File: src/rtl/iso_chunk_pkg.sv
package iso_chunk_pkg;

    // Per-byte decisions produced by the chunk tracker
    typedef struct packed {
        logic store;     // byte goes into the fill bank
        logic commit;    // byte completes a kept chunk
        logic drop;      // chunk rejected on its first byte
        logic misalign;  // packet ended part-way through a chunk
    } chunk_evt_t;

    // Room test: a chunk fits only if space covers it plus bytes still owed
    function automatic logic chunk_fits(input int unsigned free_bytes,
                                        input int unsigned owed_bytes,
                                        input int unsigned chunk_bytes);
        return free_bytes >= (chunk_bytes + owed_bytes);
    endfunction

endpackage

File: src/rtl/iso_chunk_tracker.sv
module iso_chunk_tracker
    import iso_chunk_pkg::*;
#(
    parameter int CHUNK_BYTES = 32,
    parameter int FREE_W      = 10,
    localparam int POS_W      = $clog2(CHUNK_BYTES),
    localparam int PEND_W     = $clog2(CHUNK_BYTES + 1)
) (
    input  logic              clk,
    input  logic              rst,
    input  logic              in_valid,
    input  logic              in_sop,
    input  logic              in_eop,
    input  logic [FREE_W-1:0] fifo_free,
    input  logic [PEND_W-1:0] owed,
    output logic [POS_W-1:0]  slot,
    output chunk_evt_t        evt
);
    logic [POS_W-1:0] pos_q;
    logic             keep_q;
    logic [POS_W-1:0] eff_pos;
    logic             first_byte;
    logic             last_byte;
    logic             room;
    logic             keep_now;

    assign eff_pos    = in_sop ? '0 : pos_q;
    assign first_byte = in_valid && (eff_pos == '0);
    assign last_byte  = (eff_pos == POS_W'(CHUNK_BYTES - 1));
    assign room       = chunk_fits(32'(fifo_free), 32'(owed), 32'(CHUNK_BYTES));
    assign keep_now   = first_byte ? room : keep_q;
    assign slot       = eff_pos;

    always_comb begin
        evt          = '0;
        evt.store    = in_valid && keep_now;
        evt.commit   = in_valid && keep_now && last_byte;
        evt.drop     = first_byte && !room;
        evt.misalign = in_valid && in_eop && !last_byte;
    end

    always_ff @(posedge clk) begin
        if (rst) begin
            pos_q  <= '0;
            keep_q <= 1'b0;
        end else if (in_valid) begin
            keep_q <= keep_now;
            if (in_eop || last_byte) pos_q <= '0;
            else                     pos_q <= eff_pos + 1'b1;
        end
    end
endmodule

File: src/rtl/iso_chunk_buffer.sv
module iso_chunk_buffer #(
    parameter int DATA_W      = 8,
    parameter int CHUNK_BYTES = 32,
    localparam int POS_W      = $clog2(CHUNK_BYTES),
    localparam int PEND_W     = $clog2(CHUNK_BYTES + 1)
) (
    input  logic              clk,
    input  logic              rst,
    input  logic              store,
    input  logic              commit,
    input  logic [POS_W-1:0]  slot,
    input  logic [DATA_W-1:0] wdata,
    output logic              fifo_wr,
    output logic [DATA_W-1:0] fifo_wdata,
    output logic [PEND_W-1:0] owed
);
    logic [DATA_W-1:0] bank_mem [2][CHUNK_BYTES];
    logic              fill_sel;
    logic              drain_sel;
    logic              drain_on;
    logic [POS_W-1:0]  drain_idx;

    // Ping-pong storage: one bank fills while the other drains
    for (genvar b = 0; b < 2; b++) begin : g_bank
        always_ff @(posedge clk) begin
            if (store && (fill_sel == 1'(b))) bank_mem[b][slot] <= wdata;
        end
    end

    always_ff @(posedge clk) begin
        if (rst) begin
            fill_sel  <= 1'b0;
            drain_sel <= 1'b0;
            drain_on  <= 1'b0;
            drain_idx <= '0;
        end else if (commit) begin
            drain_on  <= 1'b1;
            drain_idx <= '0;
            drain_sel <= fill_sel;
            fill_sel  <= ~fill_sel;
        end else if (drain_on) begin
            if (drain_idx == POS_W'(CHUNK_BYTES - 1)) drain_on <= 1'b0;
            drain_idx <= drain_idx + 1'b1;
        end
    end

    assign fifo_wr    = drain_on;
    assign fifo_wdata = bank_mem[drain_sel][drain_idx];
    assign owed       = drain_on ? (PEND_W'(CHUNK_BYTES) - PEND_W'(drain_idx)) : '0;
endmodule

File: src/rtl/iso_sat_counter.sv
module iso_sat_counter #(
    parameter int CNT_W = 16
) (
    input  logic             clk,
    input  logic             rst,
    input  logic             inc,
    output logic [CNT_W-1:0] count
);
    always_ff @(posedge clk) begin
        if (rst)                      count <= '0;
        else if (inc && (count != '1)) count <= count + 1'b1;
    end
endmodule

File: src/rtl/iso_chunk_gate.sv
module iso_chunk_gate
    import iso_chunk_pkg::*;
#(
    parameter int DATA_W      = 8,
    parameter int CHUNK_BYTES = 32,
    parameter int FREE_W      = 10,
    parameter int CNT_W       = 16,
    parameter bit CHUNKING_EN = 1'b1
) (
    input  logic              clk,
    input  logic              rst,
    input  logic              in_valid,
    input  logic [DATA_W-1:0] in_data,
    input  logic              in_sop,
    input  logic              in_eop,
    input  logic [FREE_W-1:0] fifo_free,
    output logic              fifo_wr,
    output logic [DATA_W-1:0] fifo_wdata,
    output logic              drop_pulse,
    output logic              misalign_pulse,
    output logic [CNT_W-1:0]  drop_count
);
    localparam int POS_W  = $clog2(CHUNK_BYTES);
    localparam int PEND_W = $clog2(CHUNK_BYTES + 1);

    logic cnt_inc;

    if (CHUNKING_EN) begin : g_chunked
        chunk_evt_t       evt;
        logic [POS_W-1:0] slot;
        logic [PEND_W-1:0] owed;
        logic             drop_q;
        logic             mis_q;

        iso_chunk_tracker #(.CHUNK_BYTES(CHUNK_BYTES), .FREE_W(FREE_W)) trk_i (
            .clk(clk), .rst(rst), .in_valid(in_valid), .in_sop(in_sop),
            .in_eop(in_eop), .fifo_free(fifo_free), .owed(owed),
            .slot(slot), .evt(evt)
        );

        iso_chunk_buffer #(.DATA_W(DATA_W), .CHUNK_BYTES(CHUNK_BYTES)) buf_i (
            .clk(clk), .rst(rst), .store(evt.store), .commit(evt.commit),
            .slot(slot), .wdata(in_data), .fifo_wr(fifo_wr),
            .fifo_wdata(fifo_wdata), .owed(owed)
        );

        always_ff @(posedge clk) begin
            if (rst) begin
                drop_q <= 1'b0;
                mis_q  <= 1'b0;
            end else begin
                drop_q <= evt.drop;
                mis_q  <= evt.misalign;
            end
        end

        assign drop_pulse     = drop_q;
        assign misalign_pulse = mis_q;
        assign cnt_inc        = evt.drop;
    end else begin : g_passthru
        logic              wr_q;
        logic [DATA_W-1:0] data_q;

        always_ff @(posedge clk) begin
            if (rst) begin
                wr_q   <= 1'b0;
                data_q <= '0;
            end else begin
                wr_q   <= in_valid;
                data_q <= in_data;
            end
        end

        assign fifo_wr        = wr_q;
        assign fifo_wdata     = data_q;
        assign drop_pulse     = 1'b0;
        assign misalign_pulse = 1'b0;
        assign cnt_inc        = 1'b0;
    end

    iso_sat_counter #(.CNT_W(CNT_W)) cnt_i (
        .clk(clk), .rst(rst), .inc(cnt_inc), .count(drop_count)
    );
endmodule

File: config.mk
export PLATFORM = sky130hd
export DESIGN_NAME = iso_chunk_gate
export DESIGN_NICKNAME = d
export VERILOG_FILES = /design/src/rtl/iso_chunk_pkg.sv /design/src/rtl/iso_chunk_tracker.sv /design/src/rtl/iso_chunk_buffer.sv /design/src/rtl/iso_sat_counter.sv /design/src/rtl/iso_chunk_gate.sv
export SDC_FILE = /design/constraint.sdc
export NUM_CORES = 1
export LEC_CHECK = 0
export BUFFER_PORTS_ARGS = -buffer_cell sky130_fd_sc_hd__buf_2
export CELL_PAD_IN_SITES_DETAIL_PLACEMENT = 1
export CELL_PAD_IN_SITES_GLOBAL_PLACEMENT = 1
export CORE_MARGIN = 3
export CORE_UTILIZATION = 36
export DETAILED_ROUTE_END_ITERATION = 8
export PLACE_DENSITY_LB_ADDON = 0.05
export SYNTH_ARGS = -nofsm -noshare
export SYNTH_HDL_FRONTEND = slang
export SYNTH_HIERARCHICAL = 1
export SYNTH_SLANG_ARGS = --single-unit
File: constraint.sdc
create_clock -name clk -period 4.3 [get_ports clk]
set_input_delay 0.43 -clock clk [delete_from_list [all_inputs] [get_ports clk]]
set_output_delay 0.43 -clock clk [all_outputs]
set_load 0.01 [all_outputs]
==> results.json, run 1 <==
{
  "grt.total_usage_pct": 19.5,
  "grt_max_degree": 47,
  "grt_pass1_wl_mm": 89.8,
  "yosys.area.top_type": "edfxtp_1",
  "min-delay-path-class": "in2reg",
  "ys_warn_count": 6,
  "worst_pin_slew_ps": 1080,
  "final_nets": 1396,
  "cpMaxStageDelayCell": "or3b_1",
  "whs_path_depth": 2,
  "routedWlPerCell_um": 28.4,
  "combinationalPowerShare_pct": 1.7,
  "first_global_vias": 12300,
  "final_area_sq_um": 25500,
  "htree_levels": 2,
  "worst_ep_required_time_ps": 3870,
  "mostFrequentLayoutCells": "edfxtp_1 (512), buf_4 (112), nor2_1 (94)",
  "cts_tree": "yes",
  "cts_buffers": 59,
  "rsz0062_at_grt": "no",
  "cellPowerDensity_nw_per_um2": 428,
  "syn_area_sq_um": 21900,
  "setup_ws_ps": 245,
  "core_sq_um": 59600,
  "r2r-start": "g_chunked.buf_i/drain_idx[0]$_SDFFE_PP0P_",
  "start_util_pct": 36.8,
  "ir_drop_mv": 0.311,
  "placement.io_buffers": 49,
  "die_h_um": 253,
  "seq_area_frac_synth_pct": 73.2,
  "synthFlopType": "edfxtp_1",
  "tns_ps": 0,
  "area_growth_pct": 16.3,
  "final_hold_viol_count": 0,
  "yosysTopAreaCellShare_pct": 70.1,
  "ios": 50,
  "antenna_found_initial": 2,
  "postSynthAreaPerCell_sq_um": 18.3,
  "place_congestion": 0.788,
  "highest_layer": "met4",
  "intPower_mw": 8.65,
  "die-area_sq_um": 63900,
  "start_kind": "flip-flop",
  "period_share_pct": 94.3,
  "pwr-share-seq_pct": 53.3,
  "yosys_register_bits": 545,
  "p_sw_share_pct": 20.6,
  "drt_iter0_markers": 894,
  "worst-setup-path-type": "reg2out",
  "worst_r2r_endpoint": "g_chunked.buf_i/bank_mem[0][27]$_DFFE_PP_",
  "synth_edf_count": 512,
  "avgViaCountPerCell": 5.43,
  "place_area_sq_um": 23600,
  "cap_viol_max_count": 0,
  "clock_latency_ps": 630,
  "cts_sinks": 545,
  "root_buffer": "clkbuf_16",
  "drt-total-wl_mm": 61.9,
  "leakage_nw": 8.09,
  "hpwlAfterDp_mm": 40.8,
  "path_cells": "buf_4 > or3b_1 > o22ai_1 > a211oi_1 > o41ai_1 > and3_1 > buf_2",
  "status": "complete, no violations",
  "netlist_instances": 1197,
  "grt_overflow": 0,
  "vias": 11900,
  "synth.area.top_cells": "edfxtp_1 (70%), mux4_2 (9.2%), mux2i_1 (3.6%)",
  "max_stage_delay_ps": 760,
  "finalNonFillerCells": 2183,
  "crit_fanout": 25,
  "cp-end-kind": "output port",
  "setup_viol": 0,
  "wl_met3_mm": 2.24,
  "clk_pin_slew_ps": 60,
  "clkPwrFrac_pct": 45.0,
  "final_common_cell": "edfxtp_1",
  "fp-row-count": 89,
  "syn-num-nets": 1234,
  "wl_met2_mm": 29.8,
  "postRouteAntennaNets": 0,
  "dpl_worst_slack_ps": 591,
  "reg2regPathDepth": 14,
  "dp.cells": 2071,
  "die_x_um": 253,
  "postSynth.asyncResetShare_pct": 0,
  "clock_skew_ps": 26.4,
  "r2r_slack_ps": 650,
  "ys_types": 73,
  "switchingPower_mw": 2.25,
  "drv_slew": 0,
  "drive_gt1_share_pct": 25.3,
  "fmax_mhz": 247,
  "drt_pass1_iterations": 5,
  "hold_end": "g_chunked.trk_i/pos_q[3]$_SDFFE_PP0P_",
  "wl_met1_mm": 28.7,
  "slew_headroom_pct": 27.9,
  "hp-start": "in_valid",
  "post-route-min-period_ps": 4060,
  "cts_hold_buf": 0,
  "hold-worst-slack_ps": 147,
  "cp.arrival_ps": 3630,
  "drcViolationCount": 0,
  "cts_buffer_depth": 3
}
## layout make-up
| type | instances | area [sq um] |
|---|---|---|
| diodes | 1 | 2.50 |
| clock buffers | 68 | 1510 |
| flip-flops and latches | 545 | 16000 |
| clock inverters | 43 | 345 |
| fillers | 5727 | 34100 |
| inverters | 17 | 63.8 |
| multi-input cells | 573 | 5430 |
| well taps | 773 | 967 |
| repair buffers | 163 | 1130 |
## Yosys cell counts, types with 3 or more instances
cell,count
a211oi_1,19
a21oi_1,29
a22o_1,3
a22oi_1,6
a32oi_1,7
and2_1,3
and2b_2,3
and3_1,8
and4_1,4
buf_1,4
buf_2,21
buf_4,4
buf_6,10
clkbuf_1,19
dfxtp_1,33
edfxtp_1,512
ha_1,14
inv_1,15
mux2i_1,79
mux4_1,6
mux4_2,90
nand2_1,41
nand2b_1,5
nand3_1,14
nand3b_1,7
nand4_1,5
nor2_1,94
nor2b_1,12
nor3_1,11
nor4_1,4
o21ai_0,11
o221ai_1,7
o22ai_1,23
o31ai_1,7
o41ai_1,6
or3_1,4
or4_1,7
xnor2_1,5
xor2_1,4
## worst max path at each step
stage                                                 endpoint  cells after the start                                 startpoint
finish                                           fifo_wdata[1]                      7  g_chunked.buf_i/drain_idx[2]$_SDFFE_PP0P_
global route                                     fifo_wdata[2]                      7  g_chunked.buf_i/drain_idx[2]$_SDFFE_PP0P_
CTS                                              fifo_wdata[1]                      7                                  flip-flop
detailed placement  g_chunked.buf_i/bank_mem[0][254]$_DFFE_PP_                     13  g_chunked.buf_i/drain_idx[0]$_SDFFE_PP0P_
global placement    g_chunked.buf_i/bank_mem[0][250]$_DFFE_PP_                     10  g_chunked.buf_i/drain_idx[0]$_SDFFE_PP0P_
floorplan            g_chunked.buf_i/bank_mem[1][16]$_DFFE_PP_                     16  g_chunked.buf_i/drain_idx[1]$_SDFFE_PP0P_
## cell families after synthesis
| group | count (synthesis) | share of synthesized area [%] |
|---|---|---|
| multiplexers | 176 | 13.6 |
| XOR/XNOR | 9 | 0.360 |
| flip-flops | 545 | 73.2 |
| AO/OA/AOI/OAI | 138 | 4.40 |
| adder cells (fa/ha/maj) | 14 | 0.799 |
| buffers and inverters | 79 | 2.14 |
| AND/OR/NAND/NOR | 236 | 5.52 |
## metal layers
layer  vias up  GRT usage, %
li1       5211             -
met1      6349          28.1
met2       225          31.9
met3        67          2.53
met4         0          4.60
met5         -             0
## flip-flops by register name, summed over array words and instances (netlist names), named ones only
register	count
g_chunked.buf_i/fill_sel	1
cnt_i/count	16
g_chunked.buf_i/drain_sel	1
g_chunked.buf_i/fifo_wr	1
drop_pulse	1
g_chunked.trk_i/pos_q	5
g_chunked.buf_i/drain_idx	5
g_chunked.trk_i/keep_q	1
g_chunked.buf_i/bank_mem	512
misalign_pulse	1
## timing repair
action | in CTS | in global routing
endpoints found under the setup margin | 0 | 2
hold endpoints to repair | 0 | 0
buffers inserted | 0 | 0
gates resized for setup | 0 | 2
## worst max-delay path, delay by kind of cell (launching register included)
kind | cells | cell delay [ps]
AND/OR/NAND/NOR | 2 | 1040
flip-flops | 1 | 390
buffers and inverters | 2 | 570
AO/OA/AOI/OAI | 3 | 990
## power groups by stage
stage               sequential (mW)  combinational (mW)  clock, mW
floorplan                      5.92              0.0398          0
global placement               5.92               0.186          0
detailed placement             5.92               0.190          0
CTS                            5.81               0.190       5.05
global route                   5.80               0.201       5.27
finish                         5.81               0.183       4.91
## through the flow
step / power [mW] / util [%]
after global routing: 11.3 / 42.8
after floorplan: 5.96 / -
final: 10.9 / 42.8
after detailed placement: 6.11 / 39.6
after global placement: 6.10 / 39.6
after CTS: 11.1 / 42.8
(Power assumes the default switching activity.)
==> run 2: changes to the inputs <==
--- a/config.mk
+++ b/config.mk
@@ -6,6 +6,7 @@
 export NUM_CORES = 1
 export LEC_CHECK = 0
 export BUFFER_PORTS_ARGS = -buffer_cell sky130_fd_sc_hd__buf_2
+export CAP_MARGIN = 20
 export CELL_PAD_IN_SITES_DETAIL_PLACEMENT = 1
 export CELL_PAD_IN_SITES_GLOBAL_PLACEMENT = 1
 export CORE_MARGIN = 3
@@ -14,5 +15,4 @@
 export PLACE_DENSITY_LB_ADDON = 0.05
 export SYNTH_ARGS = -nofsm -noshare
 export SYNTH_HDL_FRONTEND = slang
-export SYNTH_HIERARCHICAL = 1
 export SYNTH_SLANG_ARGS = --single-unit
==> constraint.sdc (replaced) <==
create_clock -name clk -period 5.2 [get_ports clk]
set_input_delay 0.52 -clock clk [delete_from_list [all_inputs] [get_ports clk]]
set_output_delay 0.52 -clock clk [all_outputs]
set_load 0.01 [all_outputs]
==> run 2 against run 1 <==
Core utilization fell by 0.77 points. Combinational power fell by 14%. Clock skew fell by 13 ps. Highest routed layer unchanged. Setup slack improved by 440 ps. Sequential power fell by 17%. Critical path depth rose by 1. Non-clock buffer count fell by 76. Sequential share of layout area rose by 1.4 points. Worst hold slack improved by 50 ps. Clock power fell by 13%. Largest cell class unchanged. Routed wire length barely moved. Largest power group unchanged. Register-to-register slack improved by 260 ps.
==> results.json, run 2 <==
{
  "status": "complete, no violations",
  "highest_layer": "met4",
  "cts_tree": "yes",
  "setup_viol": 0,
  "ios": 50,
  "clk_pin_slew_ps": 60,
  "synthFlopType": "edfxtp_1",
  "grt_pass1_wl_mm": 89.5,
  "rsz0062_at_grt": "no",
  "ir_drop_mv": 0.262,
  "hpwlAfterDp_mm": 38.0,
  "drv_slew": 0,
  "seq_area_frac_synth_pct": 73.8,
  "postRouteAntennaNets": 0,
  "vias": 11500,
  "final_nets": 1310,
  "wl_met3_mm": 3.08,
  "syn_area_sq_um": 21700,
  "min-delay-path-class": "in2reg",
  "final_area_sq_um": 24900,
  "netlist_instances": 1186,
  "worst_pin_slew_ps": 1180,
  "avgViaCountPerCell": 5.49,
  "syn-num-nets": 1225,
  "drive_gt1_share_pct": 22.3,
  "first_global_vias": 12200,
  "drt-total-wl_mm": 61.9,
  "cap_viol_max_count": 0,
  "grt_overflow": 0,
  "top_regs": "g_chunked.buf_i.bank_mem x512, cnt_i.count x16",
  "start_util_pct": 36.6,
  "post-route-min-period_ps": 4520,
  "n_fill_cell": 5731,
  "cts_post_setup_buffers_inserted": 0,
  "synth_most_common_cell": "edfxtp_1",
  "yosysTopAreaCellShare_pct": 70.7,
  "root_buffer": "clkbuf_16",
  "synth_common_cells": "edfxtp_1 (512), mux4_2 (98), nor2_1 (94), mux2i_1 (73), nand2_1 (42)",
  "cellPowerDensity_nw_per_um2": 370,
  "synth.area.top_cells": "edfxtp_1 (71%), mux4_2 (10%), mux2i_1 (3.4%)",
  "cts_hold_buf": 0,
  "cts_buffer_depth": 3,
  "clock_skew_ps": 12.9,
  "drt_pass1_iterations": 5,
  "synth_edf_count": 512,
  "die_h_um": 252,
  "final_common_cell": "edfxtp_1",
  "worst-setup-path-type": "reg2out",
  "leakage_nw": 7.65,
  "ys_warn_count": 0,
  "final_hold_viol_count": 0,
  "drt_iter0_markers": 897,
  "drcViolationCount": 0,
  "yosys.area.top_type": "edfxtp_1",
  "wl_met2_mm": 29.2,
  "place_area_sq_um": 23000,
  "yosys_register_bits": 545,
  "largest_register": "g_chunked.buf_i.bank_mem",
  "fmax_mhz": 221,
  "finalNonFillerCells": 2094,
  "antenna_found_initial": 2,
  "hp-start": "in_eop",
  "die_x_um": 252,
  "tns_ps": 0,
  "dp.cells": 1983,
  "setup_ws_ps": 681,
  "fin_util_pct": 42.0,
  "core_sq_um": 59400,
  "start_kind": "flip-flop",
  "grt_max_degree": 86,
  "area_growth_pct": 14.7,
  "worst_ep_required_time_ps": 4680,
  "clock_latency_ps": 610,
  "routedWlPerCell_um": 29.5,
  "crit_fanout": 85,
  "postSynth.asyncResetShare_pct": 0,
  "post_cts_resized": 0,
  "slew_headroom_pct": 21.2,
  "htree_levels": 2,
  "fp-row-count": 89,
  "cp-end-kind": "output port",
  "cts_sinks": 545,
  "multi_input_area_sq_um": 5350,
  "r2r-start": "g_chunked.buf_i.drain_idx[0]$_SDFFE_PP0P_",
  "cp.arrival_ps": 4000,
  "wl_met1_mm": 27.8,
  "placement.io_buffers": 49,
  "period_share_pct": 86.9,
  "die-area_sq_um": 63400,
  "startpoint": "g_chunked.buf_i.drain_idx[0]$_SDFFE_PP0P_",
  "postSynthAreaPerCell_sq_um": 18.3,
  "dpl_worst_slack_ps": 811,
  "ys_types": 62,
  "cts_buffers": 59,
  "mostFrequentLayoutCells": "edfxtp_1 (512), mux4_2 (98), nor2_1 (94)",
  "place_congestion": 0.763,
  "seqCellArea_sq_um": 16000,
  "whs_path_depth": 2,
  "grt.total_usage_pct": 19.8,
  "largest_reg_flops": 512,
  "reg2regPathDepth": 9
}
## run 2: cell types whose count changed in the layout (fill, tap and decap cells not counted), sizes merged, moves of 6 or more
cell | before | now
buf | 163 | 87
inv | 20 | 9
or3 | 4 | 10
nor3 | 12 | 3
o21ai | 11 | 22
o41ai | 6 | 0
mux2i | 79 | 73
a22oi | 6 | 12
and3 | 9 | 3
nand2b | 5 | 13
## run 2: final timing paths
| kind | slack (ps) | end |
|---|---|---|
| setup / recovery | 680 | fifo_wdata[7] |
| setup reg to reg | 910 | g_chunked.buf_i.bank_mem[1][65]$_DFFE_PP_ |
| hold reg to reg | 480 | flip-flop |
| hold / removal | 200 | misalign_pulse$_SDFF_PP0_ |
## run 2: area by class of cell
class                           instances  share of cell area, %
Clock buffer                           68                   6.23
Multi-Input combinational cell        570                   21.5
Sequential cell                       545                   64.3
Timing Repair Buffer                   87                   2.31
Antenna cell                            1                 0.0100
Tap cell                              773                   3.88
Clock inverter                         42                   1.65
Inverter                                8                  0.120
## run 2: critical path, cell delays in order (launching register included)
cell	delay (ps)
dfxtp_4	510
buf_12	420
nand3b_1	370
buf_4	270
o22ai_1	120
a2111oi_0	930
a31oi_1	150
a21o_1	310
buf_2	170
## run 2: cell families (layout without fill, tap and decap cells)
family                     Yosys count  count (layout)  share of synthesized area (%)
adders and majority gates           16              16                          0.921
AOI/OAI and AO/OA                  139             139                           4.26
muxes                              176             176                           13.8
buffers and inverters               71             205                           1.61
DFF                                545             545                           73.8
xor gates and xnor gates             9               9                          0.363
other                                0               1                              0
and+or+nand+nor                    230             230                           5.29
## run 2: stage by stage
| stage | hold slack (ps) | total power [mW] |
|---|---|---|
| CTS | 157 | 9.35 |
| global placement | 458 | 5.06 |
| finish | 197 | 9.23 |
| floorplan | 450 | 4.94 |
| detailed placement | 471 | 5.06 |
| global route | 186 | 9.53 |
## run 2: report_power, final
group | switching, mW | internal (mW) | total, mW | leakage (nW)
Combinational | 0.126 | 0.0309 | 0.157 | 1.82
Sequential | 0.00210 | 4.80 | 4.80 | 4.87
Clock | 1.74 | 2.52 | 4.27 | 0.953
## run 2: routing by layer
| metal | vias up | GRT usage (%) |
|---|---|---|
| met3 | 84 | 3.38 |
| met1 | 6120 | 27.7 |
| met4 | 0 | 6.43 |
| met2 | 291 | 31.7 |
| li1 | 4996 | - |
| met5 | - | 0 |
==> run 3: changes to the inputs <==
--- a/config.mk
+++ b/config.mk
@@ -13,6 +13,7 @@
 export CORE_UTILIZATION = 36
 export DETAILED_ROUTE_END_ITERATION = 8
 export PLACE_DENSITY_LB_ADDON = 0.05
+export RECOVER_POWER = 100
 export SYNTH_ARGS = -nofsm -noshare
 export SYNTH_HDL_FRONTEND = slang
 export SYNTH_SLANG_ARGS = --single-unit
==> run 3 against run 2 <==
The flow now finishes with violations (capacitance limit, slew limit). Register-to-register slack lost 30 ps. Sequential share of layout area up 0.28 points. First-iteration DRC count shrank 7.5%. Non-clock buffer count stayed put. Die area unchanged. Via count hardly changed. Clock power hardly changed. Routed wire length up 0.21%. Design area fell by 0.44%. Setup slack worse by 370 ps. Sequential cell count unchanged.
==> results.json, run 3 (synthesis gave the netlist of run 2 again) <==
{
  "path_cells": "clkbuf_2 > nand3_1 > clkbuf_2 > o22ai_1 > a2111oi_0 > nor4_1 > buf_2",
  "placement.io_buffers": 49,
  "start_util_pct": 36.6,
  "postRouteAntennaNets": 0,
  "cts_sinks": 545,
  "status": "complete, but fails checks",
  "avgViaCountPerCell": 5.48,
  "drcViolationCount": 0,
  "period_share_pct": 93.9,
  "r2r-start": "g_chunked.buf_i.drain_idx[0]$_SDFFE_PP0P_",
  "cts_post_setup_buffers_inserted": 0,
  "violations": "capacitance limit, slew limit",
  "largest_register": "g_chunked.buf_i.bank_mem",
  "crit_fanout": 30,
  "core_sq_um": 59400,
  "cts_tree": "yes",
  "htree_levels": 2,
  "worst_r2r_endpoint": "g_chunked.buf_i.bank_mem[1][77]$_DFFE_PP_",
  "clock_latency_ps": 620,
  "die_x_um": 252,
  "die-area_sq_um": 63400,
  "final_hold_viol_count": 0,
  "largest_reg_flops": 512,
  "grt_pass1_wl_mm": 89.5,
  "post-route-min-period_ps": 4880,
  "drive_gt1_share_pct": 19.3,
  "cts_buffers": 59,
  "mostFrequentLayoutCells": "edfxtp_1 (512), mux4_2 (98), nor2_1 (94)",
  "r2r_slack_ps": 880,
  "rsz0062_at_grt": "no",
  "cts_buffer_depth": 3,
  "cp-end-kind": "output port",
  "worst_ep_required_time_ps": 4680,
  "final_nets": 1310,
  "ios": 50,
  "fp-row-count": 89,
  "setup_viol": 0,
  "routedWlPerCell_um": 29.6,
  "startpoint": "g_chunked.buf_i.drain_idx[2]$_SDFFE_PP0P_",
  "tns_ps": 0,
  "cp.arrival_ps": 4360,
  "antenna_found_initial": 2,
  "area_growth_pct": 14.2,
  "max_stage_delay_ps": 870,
  "root_buffer": "clkbuf_16",
  "grt_overflow": 0,
  "whs_path_depth": 2,
  "top_regs": "g_chunked.buf_i.bank_mem x512, cnt_i.count x16",
  "clk_pin_slew_ps": 60,
  "post_cts_resized": 0,
  "leakage_nw": 7.50,
  "cts_hold_buf": 0,
  "worst_pin_slew_ps": 3650,
  "ir_drop_mv": 0.262,
  "grt_max_degree": 86,
  "start_kind": "flip-flop",
  "fin_util_pct": 41.8,
  "hpwlAfterDp_mm": 38.0,
  "clock_skew_ps": 11.1,
  "place_congestion": 0.763,
  "min-delay-path-class": "in2reg",
  "reg2regPathDepth": 9,
  "crit_top_cell": "clkbuf_2",
  "grt.total_usage_pct": 19.8,
  "slew_headroom_pct": -143,
  "worst-setup-path-type": "reg2out",
  "cap_viol_max_count": 8,
  "first_global_vias": 12200,
  "hold_end": "misalign_pulse$_SDFF_PP0_",
  "cpMaxStageDelayCell": "clkbuf_2",
  "cellPowerDensity_nw_per_um2": 372,
  "final_common_cell": "edfxtp_1",
  "drt_iter0_markers": 830,
  "hp-start": "in_eop",
  "die_h_um": 252,
  "drt_pass1_iterations": 5,
  "drv_slew": 520,
  "vias": 11500,
  "drt-total-wl_mm": 62.0,
  "fmax_mhz": 205
}
run 3: per-stage QoR:
stage	power, mW	cell area [sq um]	std cells	hold slack (ps)	setup WS, ps
6_report	9.24	24800	2094	196	316
4_1_cts	9.35	24900	2093	157	728
3_5_place_dp	5.06	23000	1983	471	811
3_3_place_gp	5.06	23000	1983	458	879
2_1_floorplan	4.94	21700	1186	450	1400
5_1_grt	9.54	24800	2093	186	257
run 3: how the worst max path moves through the flow:
stage,endpoint,depth (start not counted)
after global placement,g_chunked.buf_i.bank_mem[1][72]$_DFFE_PP_,12
after CTS,fifo_wdata[7],8
after global routing,fifo_wdata[1],7
after detailed placement,g_chunked.buf_i.bank_mem[1][77]$_DFFE_PP_,12
final,fifo_wdata[1],7
after floorplan,g_chunked.buf_i.bank_mem[1][160]$_DFFE_PP_,15
run 3: power by group:
group          total [mW]  internal (mW)  switching [mW]
combinational       0.153         0.0267           0.126
clock                4.28           2.52            1.75
sequential           4.81           4.81         0.00212
run 3: critical path: cells and delay by family, from the launching register on:
kind            cells  cell delay [ps]
simple gates        2             1220
flops               1              490
compound gates      2              490
buf+inv             3             1510
run 3: area by class of cell:
type                       count  area (sq um)
fill                        5749         34500
sequential                   545         16000
multi-input combinational    570          5330
clock buffer                  68          1550
tap                          773           967
timing repair buffer          87           487
clock inverter                42           412
inverter                       8          30.0
antenna                        1          2.50
run 3: routing by layer:
metal  share of wire (%)  track usage, %  vias to the layer above
li1                    -               -                     4996
met1                  45            27.7                     6139
met2                  47            31.7                      266
met3                 4.7            3.38                       84
met4                 2.9            6.43                        0
met5                   0               0                        -
